## config.mk

```make
export PLATFORM = sky130hd
export DESIGN_NAME = xfer_dma_engine
export DESIGN_NICKNAME = d
export VERILOG_FILES = /design/src/rtl/dma_xfer_pkg.sv /design/src/rtl/dma_cmd_intake.sv /design/src/rtl/dma_copy_pipe.sv /design/src/rtl/xfer_dma_engine.sv
export SDC_FILE = /design/constraint.sdc
export NUM_CORES = 1
export LEC_CHECK = 0
export ABC_AREA = 1
export BUFFER_PORTS_ARGS = -buffer_cell sky130_fd_sc_hd__buf_2
export CAP_MARGIN = 20
export CELL_PAD_IN_SITES_DETAIL_PLACEMENT = 1
export CELL_PAD_IN_SITES_GLOBAL_PLACEMENT = 2
export CORE_UTILIZATION = 31
export DETAILED_ROUTE_END_ITERATION = 8
export GPL_ROUTABILITY_DRIVEN = 0
export GPL_TIMING_DRIVEN = 0
export PLACE_DENSITY_LB_ADDON = 0.1
export SLEW_MARGIN = 20
export SYNTH_ARGS = -nofsm -noshare
export SYNTH_HDL_FRONTEND = slang
export SYNTH_SLANG_ARGS = --single-unit
```

## constraint.sdc

```tcl
create_clock -name clk -period 6.2 [get_ports clk]
set_clock_uncertainty 0.2 [all_clocks]
set_input_delay 0.93 -clock clk [delete_from_list [all_inputs] [get_ports clk]]
set_output_delay 0.93 -clock clk [all_outputs]
set_load 0.02 [all_outputs]
```

## src/rtl/dma_xfer_pkg.sv

```systemverilog
package dma_xfer_pkg;

    typedef enum logic [1:0] {
        TAG_SRC = 2'd0,
        TAG_DST = 2'd1,
        TAG_CNT = 2'd2,
        TAG_GO  = 2'd3
    } cmd_tag_e;

    typedef enum logic [1:0] {
        ENG_IDLE   = 2'd0,
        ENG_COPY   = 2'd1,
        ENG_REPORT = 2'd2
    } eng_state_e;

    localparam int STS_W        = 8;
    localparam int STS_DONE_BIT = 0;
    localparam int STS_ERR_BIT  = 1;

endpackage

```

## src/rtl/dma_cmd_intake.sv

```systemverilog
module dma_cmd_intake
    import dma_xfer_pkg::*;
#(
    parameter int AW = 10,
    parameter int DW = 32,
    parameter int CW = AW + 1
) (
    input  logic          clk,
    input  logic          rst_n,
    input  logic          take,
    input  logic [1:0]    tag,
    input  logic [DW-1:0] data,
    input  logic          clear,
    output logic          launch,
    output logic          launch_err,
    output logic [AW-1:0] src,
    output logic [AW-1:0] dst,
    output logic [CW-1:0] cnt
);
    localparam int            EW   = AW + 2;
    localparam logic [EW-1:0] SPAN = EW'(1) << AW;

    typedef struct packed {
        logic [1:0]    have;
        logic [AW-1:0] src;
        logic [AW-1:0] dst;
        logic [CW-1:0] cnt;
    } fld_t;

    fld_t          fld_q, fld_d;
    logic [EW-1:0] src_top_d, dst_top_d;

    always_comb begin
        fld_d = fld_q;
        if (take) begin
            case (tag)
                TAG_SRC: if (fld_q.have == 2'd0) begin
                    fld_d.src  = data[AW-1:0];
                    fld_d.have = 2'd1;
                end
                TAG_DST: if (fld_q.have == 2'd1) begin
                    fld_d.dst  = data[AW-1:0];
                    fld_d.have = 2'd2;
                end
                TAG_CNT: if (fld_q.have == 2'd2) begin
                    fld_d.cnt  = data[CW-1:0];
                    fld_d.have = 2'd3;
                end
                default: ;
            endcase
        end
        if (clear) begin
            fld_d.have = 2'd0;
        end
        src_top_d  = EW'(fld_q.src) + EW'(fld_q.cnt);
        dst_top_d  = EW'(fld_q.dst) + EW'(fld_q.cnt);
        launch     = take && (tag == TAG_GO) && (fld_q.have == 2'd3);
        launch_err = (fld_q.cnt == '0) || (src_top_d > SPAN) || (dst_top_d > SPAN);
    end

    always_ff @(posedge clk) begin
        if (!rst_n) begin
            fld_q <= '0;
        end else begin
            fld_q <= fld_d;
        end
    end

    assign src = fld_q.src;
    assign dst = fld_q.dst;
    assign cnt = fld_q.cnt;

    AST_SURPLUS_FIELD_KEEPS_SET: assert property (@(posedge clk) disable iff (!rst_n)
        (take && tag != TAG_GO && fld_q.have == 2'd3 && !clear) |=> (fld_q.have == 2'd3 && $stable(fld_q.cnt)));

endmodule

```

## src/rtl/dma_copy_pipe.sv

```systemverilog
module dma_copy_pipe #(
    parameter int AW = 10,
    parameter int DW = 32,
    parameter int CW = AW + 1
) (
    input  logic          clk,
    input  logic          rst_n,
    input  logic          start,
    input  logic [AW-1:0] src,
    input  logic [AW-1:0] dst,
    input  logic [CW-1:0] cnt,
    output logic          rd_en,
    output logic [AW-1:0] rd_addr,
    input  logic [DW-1:0] rd_data,
    output logic          wr_en,
    output logic [AW-1:0] wr_addr,
    output logic [DW-1:0] wr_data,
    output logic          finish
);
    typedef struct packed {
        logic [AW-1:0] rd_ptr;
        logic [CW-1:0] rd_left;
        logic [AW-1:0] wr_ptr;
        logic          wr_pend;
        logic          wr_last;
    } pipe_t;

    pipe_t pipe_q, pipe_d;

    always_comb begin
        pipe_d  = pipe_q;
        rd_en   = (pipe_q.rd_left != '0);
        rd_addr = pipe_q.rd_ptr;
        wr_en   = pipe_q.wr_pend;
        wr_addr = pipe_q.wr_ptr;
        wr_data = rd_data;
        finish  = pipe_q.wr_pend && pipe_q.wr_last;

        if (start) begin
            pipe_d.rd_ptr  = src;
            pipe_d.rd_left = cnt;
            pipe_d.wr_ptr  = dst;
            pipe_d.wr_pend = 1'b0;
            pipe_d.wr_last = 1'b0;
        end else begin
            if (rd_en) begin
                pipe_d.rd_ptr  = pipe_q.rd_ptr + 1'b1;
                pipe_d.rd_left = pipe_q.rd_left - 1'b1;
            end
            pipe_d.wr_pend = rd_en;
            pipe_d.wr_last = rd_en && (pipe_q.rd_left == CW'(1));
            if (pipe_q.wr_pend) begin
                pipe_d.wr_ptr = pipe_q.wr_ptr + 1'b1;
            end
        end
    end

    always_ff @(posedge clk) begin
        if (!rst_n) begin
            pipe_q <= '0;
        end else begin
            pipe_q <= pipe_d;
        end
    end

    AST_RD_CONTIGUOUS: assert property (@(posedge clk) disable iff (!rst_n)
        (rd_en && $past(rd_en)) |-> (rd_addr == $past(rd_addr) + 1'b1));

    AST_WR_ASCENDING: assert property (@(posedge clk) disable iff (!rst_n)
        (wr_en && $past(wr_en)) |-> (wr_addr == $past(wr_addr) + 1'b1));

endmodule

```

## src/rtl/xfer_dma_engine.sv

```systemverilog
module xfer_dma_engine
    import dma_xfer_pkg::*;
#(
    parameter int AW = 10,
    parameter int DW = 32
) (
    input  logic             clk,
    input  logic             rst_n,
    input  logic             cmd_valid,
    output logic             cmd_ready,
    input  logic [1:0]       cmd_tag,
    input  logic [DW-1:0]    cmd_data,
    output logic             sts_valid,
    input  logic             sts_ready,
    output logic [STS_W-1:0] sts_data,
    output logic             rd_en,
    output logic [AW-1:0]    rd_addr,
    input  logic [DW-1:0]    rd_data,
    output logic             wr_en,
    output logic [AW-1:0]    wr_addr,
    output logic [DW-1:0]    wr_data
);
    localparam int CW = AW + 1;

    typedef struct packed {
        eng_state_e       state;
        logic [STS_W-1:0] sts;
    } eng_t;

    eng_t          eng_q, eng_d;
    logic          take, launch, launch_err, start, finish, clear;
    logic [AW-1:0] f_src, f_dst;
    logic [CW-1:0] f_cnt;

    assign cmd_ready = (eng_q.state == ENG_IDLE);
    assign take      = cmd_valid && cmd_ready;
    assign sts_valid = (eng_q.state == ENG_REPORT);
    assign sts_data  = eng_q.sts;

    dma_cmd_intake #(.AW(AW), .DW(DW), .CW(CW)) u_intake (
        .clk        (clk),
        .rst_n      (rst_n),
        .take       (take),
        .tag        (cmd_tag),
        .data       (cmd_data),
        .clear      (clear),
        .launch     (launch),
        .launch_err (launch_err),
        .src        (f_src),
        .dst        (f_dst),
        .cnt        (f_cnt)
    );

    dma_copy_pipe #(.AW(AW), .DW(DW), .CW(CW)) u_pipe (
        .clk     (clk),
        .rst_n   (rst_n),
        .start   (start),
        .src     (f_src),
        .dst     (f_dst),
        .cnt     (f_cnt),
        .rd_en   (rd_en),
        .rd_addr (rd_addr),
        .rd_data (rd_data),
        .wr_en   (wr_en),
        .wr_addr (wr_addr),
        .wr_data (wr_data),
        .finish  (finish)
    );

    always_comb begin
        eng_d = eng_q;
        start = 1'b0;
        clear = 1'b0;
        case (eng_q.state)
            ENG_IDLE: begin
                if (launch) begin
                    if (launch_err) begin
                        eng_d.state = ENG_REPORT;
                        eng_d.sts   = '0;
                        eng_d.sts[STS_DONE_BIT] = 1'b1;
                        eng_d.sts[STS_ERR_BIT]  = 1'b1;
                    end else begin
                        start       = 1'b1;
                        eng_d.state = ENG_COPY;
                    end
                end
            end
            ENG_COPY: begin
                if (finish) begin
                    eng_d.state = ENG_REPORT;
                    eng_d.sts   = '0;
                    eng_d.sts[STS_DONE_BIT] = 1'b1;
                end
            end
            ENG_REPORT: begin
                if (sts_ready) begin
                    clear       = 1'b1;
                    eng_d.state = ENG_IDLE;
                end
            end
            default: eng_d.state = ENG_IDLE;
        endcase
    end

    always_ff @(posedge clk) begin
        if (!rst_n) begin
            eng_q.state <= ENG_IDLE;
            eng_q.sts   <= '0;
        end else begin
            eng_q <= eng_d;
        end
    end

    AST_WR_AFTER_RD: assert property (@(posedge clk) disable iff (!rst_n)
        wr_en |-> $past(rd_en));

    AST_BUSY_BLOCKS_CMD: assert property (@(posedge clk) disable iff (!rst_n)
        (rd_en || wr_en) |-> !cmd_ready);

    AST_STS_HELD: assert property (@(posedge clk) disable iff (!rst_n)
        (sts_valid && !sts_ready) |=> (sts_valid && $stable(sts_data)));

    AST_NO_ACCESS_AT_REPORT: assert property (@(posedge clk) disable iff (!rst_n)
        sts_valid |-> (!rd_en && !wr_en));

endmodule

```

After elaboration in Yosys (flattened, before gate mapping)

Cells that the tools add are included.

Register bits: 76
Input port bits: 70
Output and inout port bits: 64

$add $sub $neg: 5
Order comparisons: 2
Equal/unequal tests: 16
Muxes and demuxes: 19
Bitwise logic cells: 1
Reductions and logical operators: 24

Operators with widths:

| cell                    | number |
|---|---|
| $mux W33                | 1 |
| $mux W10                | 3 |
| $add A10 B11 Y12        | 2 |
| $gt A12 B11 Y1 const B  | 2 |
| $mux W21                | 1 |
| $add A10 B1 Y10 const B | 2 |
| $pmux W8 S2             | 1 |
| $mux W12                | 1 |
| $ne A2 B1 Y1 const B    | 6 |
| $pmux W2 S3             | 2 |
| $reduce_and A3 Y1       | 4 |
| $eq A11 B1 Y1 const B   | 1 |
| $logic_not A11 Y1       | 1 |
| $reduce_bool A11 Y1     | 1 |
| $sub A11 B1 Y11 const B | 1 |
| $eq A2 B2 Y1 const B    | 5 |
| $mux W2                 | 4 |
| $mux W8                 | 1 |
| $eq A2 B1 Y1 const B    | 3 |
| $logic_not A2 Y1        | 3 |
| $reduce_bool A2 Y1      | 3 |
| $logic_and A1 B1 Y1     | 5 |
| $mux W1                 | 5 |
| $reduce_and A5 Y1       | 1 |
| 6 further kinds         | 8 |

Depth between registers and ports, before layout

Gate-level depths: netlist of run 1.

Depth after elaboration: 8
Gate-level depth with buffers: 20

By module

Synthesis of run 1 repeated with hierarchy kept, for this count alone.

Cell total of the unflattened synthesis: 822
Area, all modules: 5,395.2 sq um

By module, submodules not included:

| module          | instances | cells each | area each (sq um) | seq. area each (sq um) |
|---|---|---|---|---|
| dma_cmd_intake  | 1         | 417        | 2,708.8           | 660.6 |
| dma_copy_pipe   | 1         | 364        | 2,416.1           | 660.6 |
| xfer_dma_engine | 1         | 41         | 270.3             | 80.1 |

Worst setup path after synthesis of run 1

No wires, ideal clock.

Kind: reg-to-reg
From: register u_intake.fld_q (netlist bit u_intake.cnt[0])
To: register u_pipe.pipe_q (netlist bit u_pipe.rd_addr[9])
Library setup time: 109 ps
Arrival time: 2,273 ps
Required time: 5,891 ps
Slack: 3,618 ps
Cell stages (with the launch flop): 19
Path buffers: 1
Clock period less this slack: 2,582 ps
Cells stage by stage: dfxtp_1 ha_1 inv_1 fa_1 inv_1 nand3_1 nand4_1 nand2_1 nor2_1 nand3_1 nor2_2 nand2_2 a21oi_4 nand4_4 buf_6 nand2_1 nand3_1 nand2_1 inv_1

Longest elaborated chain between the ends: 8
Elaborated cells on any way between the ends: 12

Ends and longest elaborated chain:

| element                                        | line                  | RTL |
|---|---|---|
| start, declared                                | dma_cmd_intake.sv:30  | `fld_t fld_q, fld_d;` |
| start signal, assigned                         | dma_cmd_intake.sv:65  | `fld_q <= fld_d;` |
| $add A10 B11 Y12                               | dma_cmd_intake.sv:55  | `src_top_d = EW'(fld_q.src) + EW'(fld_q.cnt);` |
| $gt A12 B11 Y1                                 | dma_cmd_intake.sv:58  | `launch_err = (fld_q.cnt == '0) \|\| (src_top_d > SPAN) \|\| (dst_top_d > SPAN);` |
| $logic_or A1 B1 Y1                             | dma_cmd_intake.sv:58  |  |
| $logic_or A1 B1 Y1 (*)                         | dma_cmd_intake.sv:58  |  |
| $mux W1 (*)                                    | xfer_dma_engine.sv:77 | `if (launch_err) begin` |
| $mux W1 (*)                                    | xfer_dma_engine.sv:76 | `if (launch) begin` |
| $mux W1 (*)                                    | xfer_dma_engine.sv:74 | `case (eng_q.state)` |
| $mux W33 or $reduce_bool A2 Y1 (tied branches) | -                     |  |
| end signal, assigned                           | dma_copy_pipe.sv:62   | `pipe_q <= pipe_d;` |
| end, declared                                  | dma_copy_pipe.sv:28   | `pipe_t pipe_q, pipe_d;` |

Mark *: on every way between the ends. The rest lies on a longest branch, timed or not.
A chain may end at the register's enable or synchronous reset.

Worst setup path after layout of run 1

From: register u_pipe.pipe_q[12] (netlist bit)
To: output rd_en

Longest elaborated chain between the ends: 1

Ends and longest elaborated chain:

| element             | line                  | RTL |
|---|---|---|
| $reduce_bool A11 Y1 | dma_copy_pipe.sv:32   | `rd_en = (pipe_q.rd_left != '0);` |
| end, declared       | xfer_dma_engine.sv:16 | `output logic rd_en,` |

No other way between the ends.

==> results_dict.tcl, run 1 <==
set metrics [dict create \
    status "finished clean" \
    num_vias 5549 \
    synth.area.top_cells "dfxtp_1 26%, nand2_1 13%, buf_4 8.7%" \
    antenna_found_initial 0 \
    grt_start_max_net_pins 12 \
    final_cell_mix "191 x nand2_1, 113 x inv_1, 82 x buf_2, 75 x nor2_1, 75 x nand3_1" \
    path_delay_family "simple AND/OR/NAND/NOR gates" \
    r2r.worst_path.cells 19 \
    synth_top_area_frac 0.261 \
    area_growth_syn_to_layout_pct 17.4 \
    setup_viol 0 \
    critPathMaxStageDelay_ns 0.43 \
    cts_tree "built" \
    fin_area_sq_mm 0.00630 \
    cp.depth 9 \
    grt_overflow 0 \
    rows 47 \
    place_area_sq_mm 0.00603 \
    die_w_um 134 \
    hold-path-cell-count 2 \
    fp.dieArea_sq_mm 0.0178 \
    firstDrtPassIters 4 \
    layout-drive-gt1-share 0.195 \
    power_leakage_nw 3.34 \
    finalMaxSlewViolations 0 \
    post_drt_wl_per_cell_um 15.4 \
    fin_tns_setup_ns 0 \
    nFillCells 2203 \
    max_freq_ghz 0.286 \
    ys_types 41 \
    cp_cell_sequence "inv_1 > ha_1 > nand2_1 > nor2_1 > nand2_1 > nor2_1 > inv_1 > buf_2 > buf_2" \
    n_antenna_cell 0 \
    io_buffers 74 \
    syn_area_sq_mm 0.00537 \
    grt_first_pass_wirelength_mm 28.4 \
    crit_path_start_kind "register" \
    placed_cells 1129 \
    rsz0062_at_grt "false" \
    power_density_mw_per_mm2 287 \
    critPathRequiredTime_ns 5.07 \
    cp_slowest_cell "nor2_1" \
    cts_sinks 70 \
    mostFrequentLayoutCell "nand2_1" \
    max_slew.worst_pin.slew_ns 0.686 \
    yosys_warnings 0 \
    pin_count 134 \
    instances_no_fill 1145 \
    ant_nets 0 \
    fin_crit_sh 0.563 \
    crit_arrival_ns 2.36 \
    die_h_um 134 \
    hold_class "reg -> reg" \
    htree_levels 3 \
    nNetsFinal 1021 \
    coreArea_sq_mm 0.0168 \
    drt_wl_total_mm 17.6 \
    dpl.hpwl_mm 14.3 \
    ys_seq_area_frac 0.261 \
    drv_cap 0 \
    cts_setup_buffers 0 \
    vias_per_cell 4.85 \
    relSlewSlack 0.539 \
    holdBufCountCts 0 \
    root_buffer "clkbuf_16" \
    grt.total_usage 0.202 \
    cts_resized 0 \
    crit_buf_inv 4 \
    syn_inst 830 \
    cts_max_path_buffers 2 \
    synth_area_per_cell_sq_um 6.47 \
    clkTransAtPathRegs_ns 0.06 \
    initial_core_util 0.320 \
    seq_area_sq_mm 0.00140 \
    drc_errors 0 \
    numCtsBuffers 9 \
    drt-initial-drc-count 263 \
    hold_violations 0 \
    fin_crit_ns 3.49 \
    post-route-util 0.376 \
    multi_input_area_sq_mm 0.00294 \
    clk_latency_ns 0.33 \
    irDropWorstVdd_mv 0.189 \
    ys_ff_latch 70 \
    end_kind "primary output" \
    worstSetupPathType "reg -> out" \
    cp_max_fo 10 \
    synth_top_cell_by_area "dfxtp_1" \
    grt_pass1_vias 5527 \
]
## final timing paths
path | start | end | slack (ns)
min reg2reg | sts_data[1]$_SDFFE_PN0P_ | sts_data[1]$_SDFFE_PN0P_ | 0.26
max | u_pipe.pipe_q[12]$_SDFFE_PN0P_ | rd_en | 2.71
max reg2reg | u_intake.cnt[0]$_SDFFE_PN0P_ | u_pipe.rd_addr[9]$_SDFFE_PN0P_ | 2.87
min | sts_data[1]$_SDFFE_PN0P_ | sts_data[1]$_SDFFE_PN0P_ | 0.26
## worst min-delay path: stages (launching register included)
cell and delay (ns):
dfxtp_1 0.31, inv_1 0.05, a21oi_1 0.06
## synthesized netlist by cell type
cell and number:
a2111oi_0 1, a211oi_1 12, a21oi_1 48, a21oi_4 1, buf_1 1, buf_2 8
buf_4 62, buf_6 4, clkbuf_1 14, clkinv_1 1, conb_1 1, dfxtp_1 70
fa_1 2, ha_1 29, inv_1 113, inv_2 3, mux2i_1 1, nand2_1 191
nand2_2 3, nand3_1 75, nand3_2 1, nand3b_1 4, nand4_1 26, nand4_4 1
nor2_1 75, nor2_2 3, nor2_4 1, nor3_1 9, nor3b_1 1, nor4_1 3
nor4_4 1, o21ai_0 29, o21ai_1 11, o21ai_2 3, o21bai_1 1, o22ai_1 1
o31ai_1 1, or2_1 1, or2_2 1, xnor2_1 9, xor2_1 8
## sequential cells by signal (all words and copies together), names as in the netlist
name / count
u_pipe.pipe_q: 12
u_intake.cnt: 11
u_intake.dst: 10
u_intake.src: 10
u_pipe.rd_addr: 10
u_pipe.wr_addr: 10
eng_q: 2
sts_data: 2
u_intake.fld_q: 2
u_pipe.wr_en: 1
## layout make-up
cell class	instances	share of cell area
well taps	220	0.0437
clock inverters	4	0.00357
flip-flops and latches	70	0.222
plain buffers	89	0.0963
inverters	117	0.0697
multi-input cells	559	0.466
repair buffers	74	0.0588
clock buffers	12	0.0391
## stage by stage
step | setup slack [ns] | hold WS, ns | total power [W]
2_1_floorplan | 3.62 | 0.226 | 0.00114
3_3_place_gp | 2.93 | 0.243 | 0.00132
3_5_place_dp | 2.86 | 0.251 | 0.00135
4_1_cts | 2.68 | 0.265 | 0.00183
5_1_grt | 2.48 | 0.283 | 0.00194
6_report | 2.71 | 0.262 | 0.00181
## power by group
part           total, W  switching, W  internal, W
Sequential     0.000587     0.0000719     0.000515
Clock          0.000475      0.000195     0.000280
Combinational  0.000750      0.000476     0.000274
## logic make-up after synthesis
| family | count (synthesis) | share of synthesized area |
|---|---|---|
| XOR/XNOR | 17 | 0.0277 |
| AO/OA/AOI/OAI | 108 | 0.112 |
| buffers and inverters | 206 | 0.195 |
| multiplexers | 1 | 0.00186 |
| AND/OR/NAND/NOR | 396 | 0.326 |
| flip-flops | 70 | 0.261 |
| adder cells (fa/ha/maj) | 31 | 0.0751 |
| other | 1 | 0.000699 |
## layer usage
metal,global-route usage,wire length [um],up-vias
met4,0.0429,215,0
li1,-,-,2792
met5,0,0,-
met3,0.0263,645,16
met2,0.360,8710,108
met1,0.260,8070,2633
(Power assumes the default switching activity.)
==> run 2, diff against run 1 <==
- CORE_UTILIZATION: 31 -> 26
- clock period: 6.2 -> 2.9 ns (I/O delays scaled with it)
==> run 2 against run 1 <==
Compared with the run above: the flow now finishes with violations (setup timing); core utilization shrank 4.5 points; sequential share of layout area shrank 0.94 points; critical path depth grew 9; setup slack lost 2.7 ns; non-clock buffer count grew 7; die area grew 19%; register-to-register slack lost 2.9 ns; first-iteration DRC count shrank 29%; highest routed layer unchanged.
==> results_dict.tcl, run 2 (synthesized netlist as in run 1, its figures left out) <==
set metrics [dict create \
    status "complete, but fails checks" \
    violations "setup timing" \
    hold_class "in -> reg" \
    finalMaxSlewViolations 0 \
    setup_ws_ns -0.0274 \
    clkTransAtPathRegs_ns 0.06 \
    firstDrtPassIters 4 \
    pin_count 134 \
    grt_pass1_vias 5729 \
    post_drt_wl_per_cell_um 15.8 \
    root_buffer "clkbuf_16" \
    mostFrequentLayoutCell "nand2_1" \
    coreArea_sq_mm 0.0202 \
    top_register "u_pipe.pipe_q" \
    critPathMaxStageDelay_ns 0.52 \
    nFillCells 2606 \
    rsz0062_at_grt "true" \
    place_area_sq_mm 0.00609 \
    hold_violations 0 \
    clk_latency_ns 0.33 \
    grt_use_met2 0.323 \
    path_delay_family "simple AND/OR/NAND/NOR gates" \
    fin_crit_ns 2.93 \
    busiest_layer "met2" \
    use_met3 0.0248 \
    cts_max_path_buffers 2 \
    grt_first_pass_wirelength_mm 30.2 \
    grt.total_usage 0.180 \
    grtUsageMet1 0.231 \
    irDropWorstVdd_mv 0.339 \
    drt-initial-drc-count 186 \
    largest_reg_flops 12 \
    holdBufCountCts 0 \
    end_kind "register" \
    critPathRequiredTime_ns 2.98 \
    drv_cap 0 \
    cts_sinks 70 \
    worstSetupPathType "reg -> reg" \
    initial_core_util 0.265 \
    final_cell_mix "185 x nand2_1, 112 x inv_1, 80 x buf_2, 69 x nand3_1, 68 x nor2_1" \
    die_w_um 146 \
    grt_overflow 0 \
    power_leakage_nw 3.48 \
    crit_buf_inv 3 \
    max_slew.worst_pin.slew_ns 0.807 \
    fin_crit_sh 1.01 \
    cp_cell_sequence "ha_4 > inv_2 > fa_2 > nand2_2 > nor2_4 > nand3_2 > nor2_2 > nand3_2 > nor2_4 > nand2_4 > nand2_2 > nand2_4 > nor2_4 > buf_4 > nand4_1 > nand3_1 > nand2_1 > inv_1" \
    fp.dieArea_sq_mm 0.0212 \
    crit_path_start_kind "register" \
    dpl.hpwl_mm 15.3 \
    vias_per_cell 4.62 \
    seq_area_sq_mm 0.00143 \
    max_freq_ghz 0.342 \
    antenna_found_initial 0 \
    fin_area_sq_mm 0.00669 \
    nNetsFinal 1028 \
    drc_errors 0 \
    cts_tree "built" \
    die_h_um 146 \
    grt_start_max_net_pins 13 \
    area_growth_syn_to_layout_pct 24.6 \
    layout-drive-gt1-share 0.242 \
    rows 52 \
    htree_levels 3 \
    numCtsBuffers 9 \
    io_buffers 74 \
    multi_input_area_sq_mm 0.00308 \
    n_antenna_cell 0 \
    drt_wl_total_mm 19.0 \
    num_vias 5553 \
    power_density_mw_per_mm2 640 \
    crit_top_cell "nor2_4" \
    relSlewSlack 0.457 \
    cp_slowest_cell "fa_2" \
    fin_tns_setup_ns -0.0721 \
    setup_viol 5 \
    cp_max_fo 5 \
    ant_nets 0 \
    crit_arrival_ns 3.01 \
]
run 2: changes by cell type in the layout (fill, tap and decap cells not counted), sizes merged:
cell and change:
clkbuf -2, bufinv +3, buf +7, clkinv -1
run 2: repair_timing:
item	in CTS	in global routing
pin swaps	4	7
gates resized for setup	29	36
buffers inserted	3	2
endpoints found under the setup margin	38	38
cloned	1	1
hold endpoints to repair	0	0
run 2: power breakdown:
part	total, W	switching [W]	leakage (nW)	internal [W]
registers	0.00126	0.000157	0.576	0.00110
logic	0.00172	0.00108	2.73	0.000642
clock network	0.00130	0.000440	0.172	0.000862
run 2: metal layers:
layer / wire (um) / vias to the layer above
met2: 9420 / 115
met5: 0 / -
met4: 177 / 0
met1: 8820 / 2618
met3: 610 / 18
li1: - / 2802
run 2: final timing paths:
path,start,end,slack (ns),depth (start not counted)
worst min register to register,sts_data[1]$_SDFFE_PN0P_,sts_data[1]$_SDFFE_PN0P_,0.28,2
worst max register to register,u_intake.cnt[0]$_SDFFE_PN0P_,u_pipe.rd_addr[8]$_SDFFE_PN0P_,-0.03,18
worst min-delay path,cmd_data[9],u_intake.dst[9]$_SDFFE_PN0P_,0.19,3
worst max-delay path,u_intake.cnt[0]$_SDFFE_PN0P_,u_pipe.rd_addr[8]$_SDFFE_PN0P_,-0.03,18
run 2: tightest hold or removal path, cell delays in order:
cell,delay (ns)
buf_2,0.11
mux2i_1,0.07
nor2_1,0.07
run 2: through the flow:
step | std cells | setup WS, ns | total power (W) | util | hold slack [ns]
floorplan | 835 | 0.318 | 0.00243 | - | 0.226
global placement | 1179 | -0.423 | 0.00284 | 0.301 | 0.245
detailed placement | 1179 | -0.483 | 0.00288 | 0.301 | 0.259
CTS | 1199 | -0.0480 | 0.00424 | 0.324 | 0.189
global route | 1202 | -0.171 | 0.00459 | 0.331 | 0.217
finish | 1202 | -0.0274 | 0.00428 | 0.331 | 0.191
run 2: cell type report:
type | count | area share
buffer | 89 | 0.0931
clock buffer | 10 | 0.0357
clock inverter | 6 | 0.0163
inverter | 117 | 0.0662
multi-input combinational | 559 | 0.461
sequential | 70 | 0.213
tap | 270 | 0.0505
timing repair buffer | 81 | 0.0643
==> run 3, diff against run 2 <==
- CORE_UTILIZATION: 26 -> 29
- clock period: 2.9 -> 3.3 ns (I/O delays scaled with it)
==> run 3 against run 2 <==
Compared with the run above: flip-flop and latch count unchanged; global-route usage is 0.98 points higher; sequential power down 13%; the flow now finishes without violations; critical path depth shrank 9; first-iteration DRC count increased by 26%; non-clock buffer count is 7 lower; clock-buffer cell count grew 3; critical endpoint is now rd_en; setup slack better by 0.22 ns; routed wire length fell by 4.8%; critical path type is now reg -> out.
==> results_dict.tcl, run 3 (synthesized netlist as in run 1, its figures left out) <==
set metrics [dict create \
    status "finished clean" \
    fin_area_sq_mm 0.00635 \
    drc_errors 0 \
    root_buffer "clkbuf_16" \
    cts_max_path_buffers 2 \
    antenna_found_initial 0 \
    place_area_sq_mm 0.00604 \
    r2r.worst_path.cells 19 \
    die_h_um 138 \
    power_leakage_nw 3.35 \
    area_growth_syn_to_layout_pct 18.4 \
    grt_overflow 0 \
    final_cell_mix "190 x nand2_1, 113 x inv_1, 82 x buf_2, 75 x nand3_1, 74 x nor2_1" \
    cp_max_fo 10 \
    grt_first_pass_wirelength_mm 28.9 \
    hold_violations 0 \
    setup_ws_ns 0.191 \
    dp_slack_ns -0.0433 \
    initial_core_util 0.298 \
    nNetsFinal 1021 \
    nFillCells 2344 \
    die_w_um 138 \
    cts_sinks 70 \
    rsz0062_at_grt "false" \
    clkTransAtPathRegs_ns 0.06 \
    cts_tree "built" \
    relSlewSlack 0.538 \
    drv_cap 0 \
    firstDrtPassIters 5 \
    instances_no_fill 1154 \
    mostFrequentLayoutCell "nand2_1" \
    dpl.hpwl_mm 14.6 \
    power_density_mw_per_mm2 544 \
    r2r-end "u_pipe.rd_addr[9]$_SDFFE_PN0P_" \
    post-route-util 0.353 \
    fp.dieArea_sq_mm 0.0191 \
    io_buffers 74 \
    grt_start_max_net_pins 12 \
    max_freq_ghz 0.322 \
    r2r_slack_ns 0.25 \
    largest_reg_flops 12 \
    coreArea_sq_mm 0.0180 \
    pin_count 134 \
    top_register "u_pipe.pipe_q" \
    layout-drive-gt1-share 0.202 \
    grt_pass1_vias 5372 \
    critPathRequiredTime_ns 2.60 \
    grt.total_usage 0.190 \
    finalMaxSlewViolations 0 \
    worstSetupPathType "reg -> out" \
    startpoint "u_pipe.pipe_q[12]$_SDFFE_PN0P_" \
    drt-initial-drc-count 235 \
    max_slew.worst_pin.slew_ns 0.687 \
    post_drt_wl_per_cell_um 15.7 \
    fin_tns_setup_ns 0 \
    placed_cells 1138 \
    drt_wl_total_mm 18.1 \
    rows 49 \
    n_antenna_cell 0 \
    endpoint "rd_en" \
    fin_crit_ns 3.11 \
    setup_viol 0 \
    crit_path_start_kind "register" \
    vias_per_cell 4.81 \
    clk_latency_ns 0.33 \
    irDropWorstVdd_mv 0.328 \
    num_vias 5546 \
    ant_nets 0 \
    htree_levels 3 \
    fin_crit_sh 0.942 \
    reg2reg_from "u_intake.cnt[0]$_SDFFE_PN0P_" \
    crit_arrival_ns 2.41 \
    hold_class "reg -> reg" \
    end_kind "primary output" \
    numCtsBuffers 9 \
]
run 3: cell type report:
type	instances	area [sq um]	area share
multi-input cells	559	2960	0.465
flip-flops and latches	70	1410	0.222
plain buffers	89	607	0.0955
inverters	117	439	0.0691
repair buffers	74	370	0.0583
well taps	229	287	0.0451
clock buffers	13	270	0.0425
clock inverters	3	17.5	0.00276
run 3: what timing repair did:
action,4_1_cts,5_1_grt
hold buffers,0,0
gates resized for setup,2,6
endpoints found under the setup margin,22,32
setup buffers,0,0
run 3: worst min path at each step:
| stage | endpoint | from | cells after the start | slack [ns] |
|---|---|---|---|---|
| 2_1_floorplan | sts_data[1]$_SDFFE_PN0P_ | sts_data[1]$_SDFFE_PN0P_ | 2 | 0.23 |
| 3_3_place_gp | sts_data[1]$_SDFFE_PN0P_ | sts_data[1]$_SDFFE_PN0P_ | 2 | 0.24 |
| 3_5_place_dp | sts_data[1]$_SDFFE_PN0P_ | sts_data[1]$_SDFFE_PN0P_ | 2 | 0.24 |
| 4_1_cts | u_intake.dst[9]$_SDFFE_PN0P_ | cmd_data[9] | 3 | 0.25 |
| 5_1_grt | sts_data[1]$_SDFFE_PN0P_ | sts_data[1]$_SDFFE_PN0P_ | 2 | 0.28 |
| 6_report | sts_data[1]$_SDFFE_PN0P_ | sts_data[1]$_SDFFE_PN0P_ | 2 | 0.25 |
run 3: layer usage:
layer  vias up  global-route usage  part of all wire
met3        16              0.0270             0.030
met4         0              0.0416             0.013
met2       108               0.326              0.48
met5         -                   0                 0
li1       2799                   -                 -
met1      2623               0.252              0.48
run 3: critical path, cell delays in order (launching register included):
cell and delay (ns):
dfxtp_1 0.35, inv_1 0.09, ha_1 0.22, nand2_1 0.11
nor2_1 0.22, nand2_1 0.10, nor2_1 0.42, inv_1 0.15
buf_2 0.23, buf_2 0.18
run 3: report_power, final:
group          total (W)  internal (W)  switching, W
clock           0.000938      0.000568      0.000370
combinational    0.00142      0.000515      0.000905
sequential       0.00110      0.000967      0.000134
run 3: stage by stage:
step / hold slack, ns / total power (W)
after CTS: 0.245 / 0.00349
after global placement: 0.244 / 0.00249
final: 0.251 / 0.00346
after global routing: 0.276 / 0.00370
after floorplan: 0.226 / 0.00213
after detailed placement: 0.242 / 0.00253
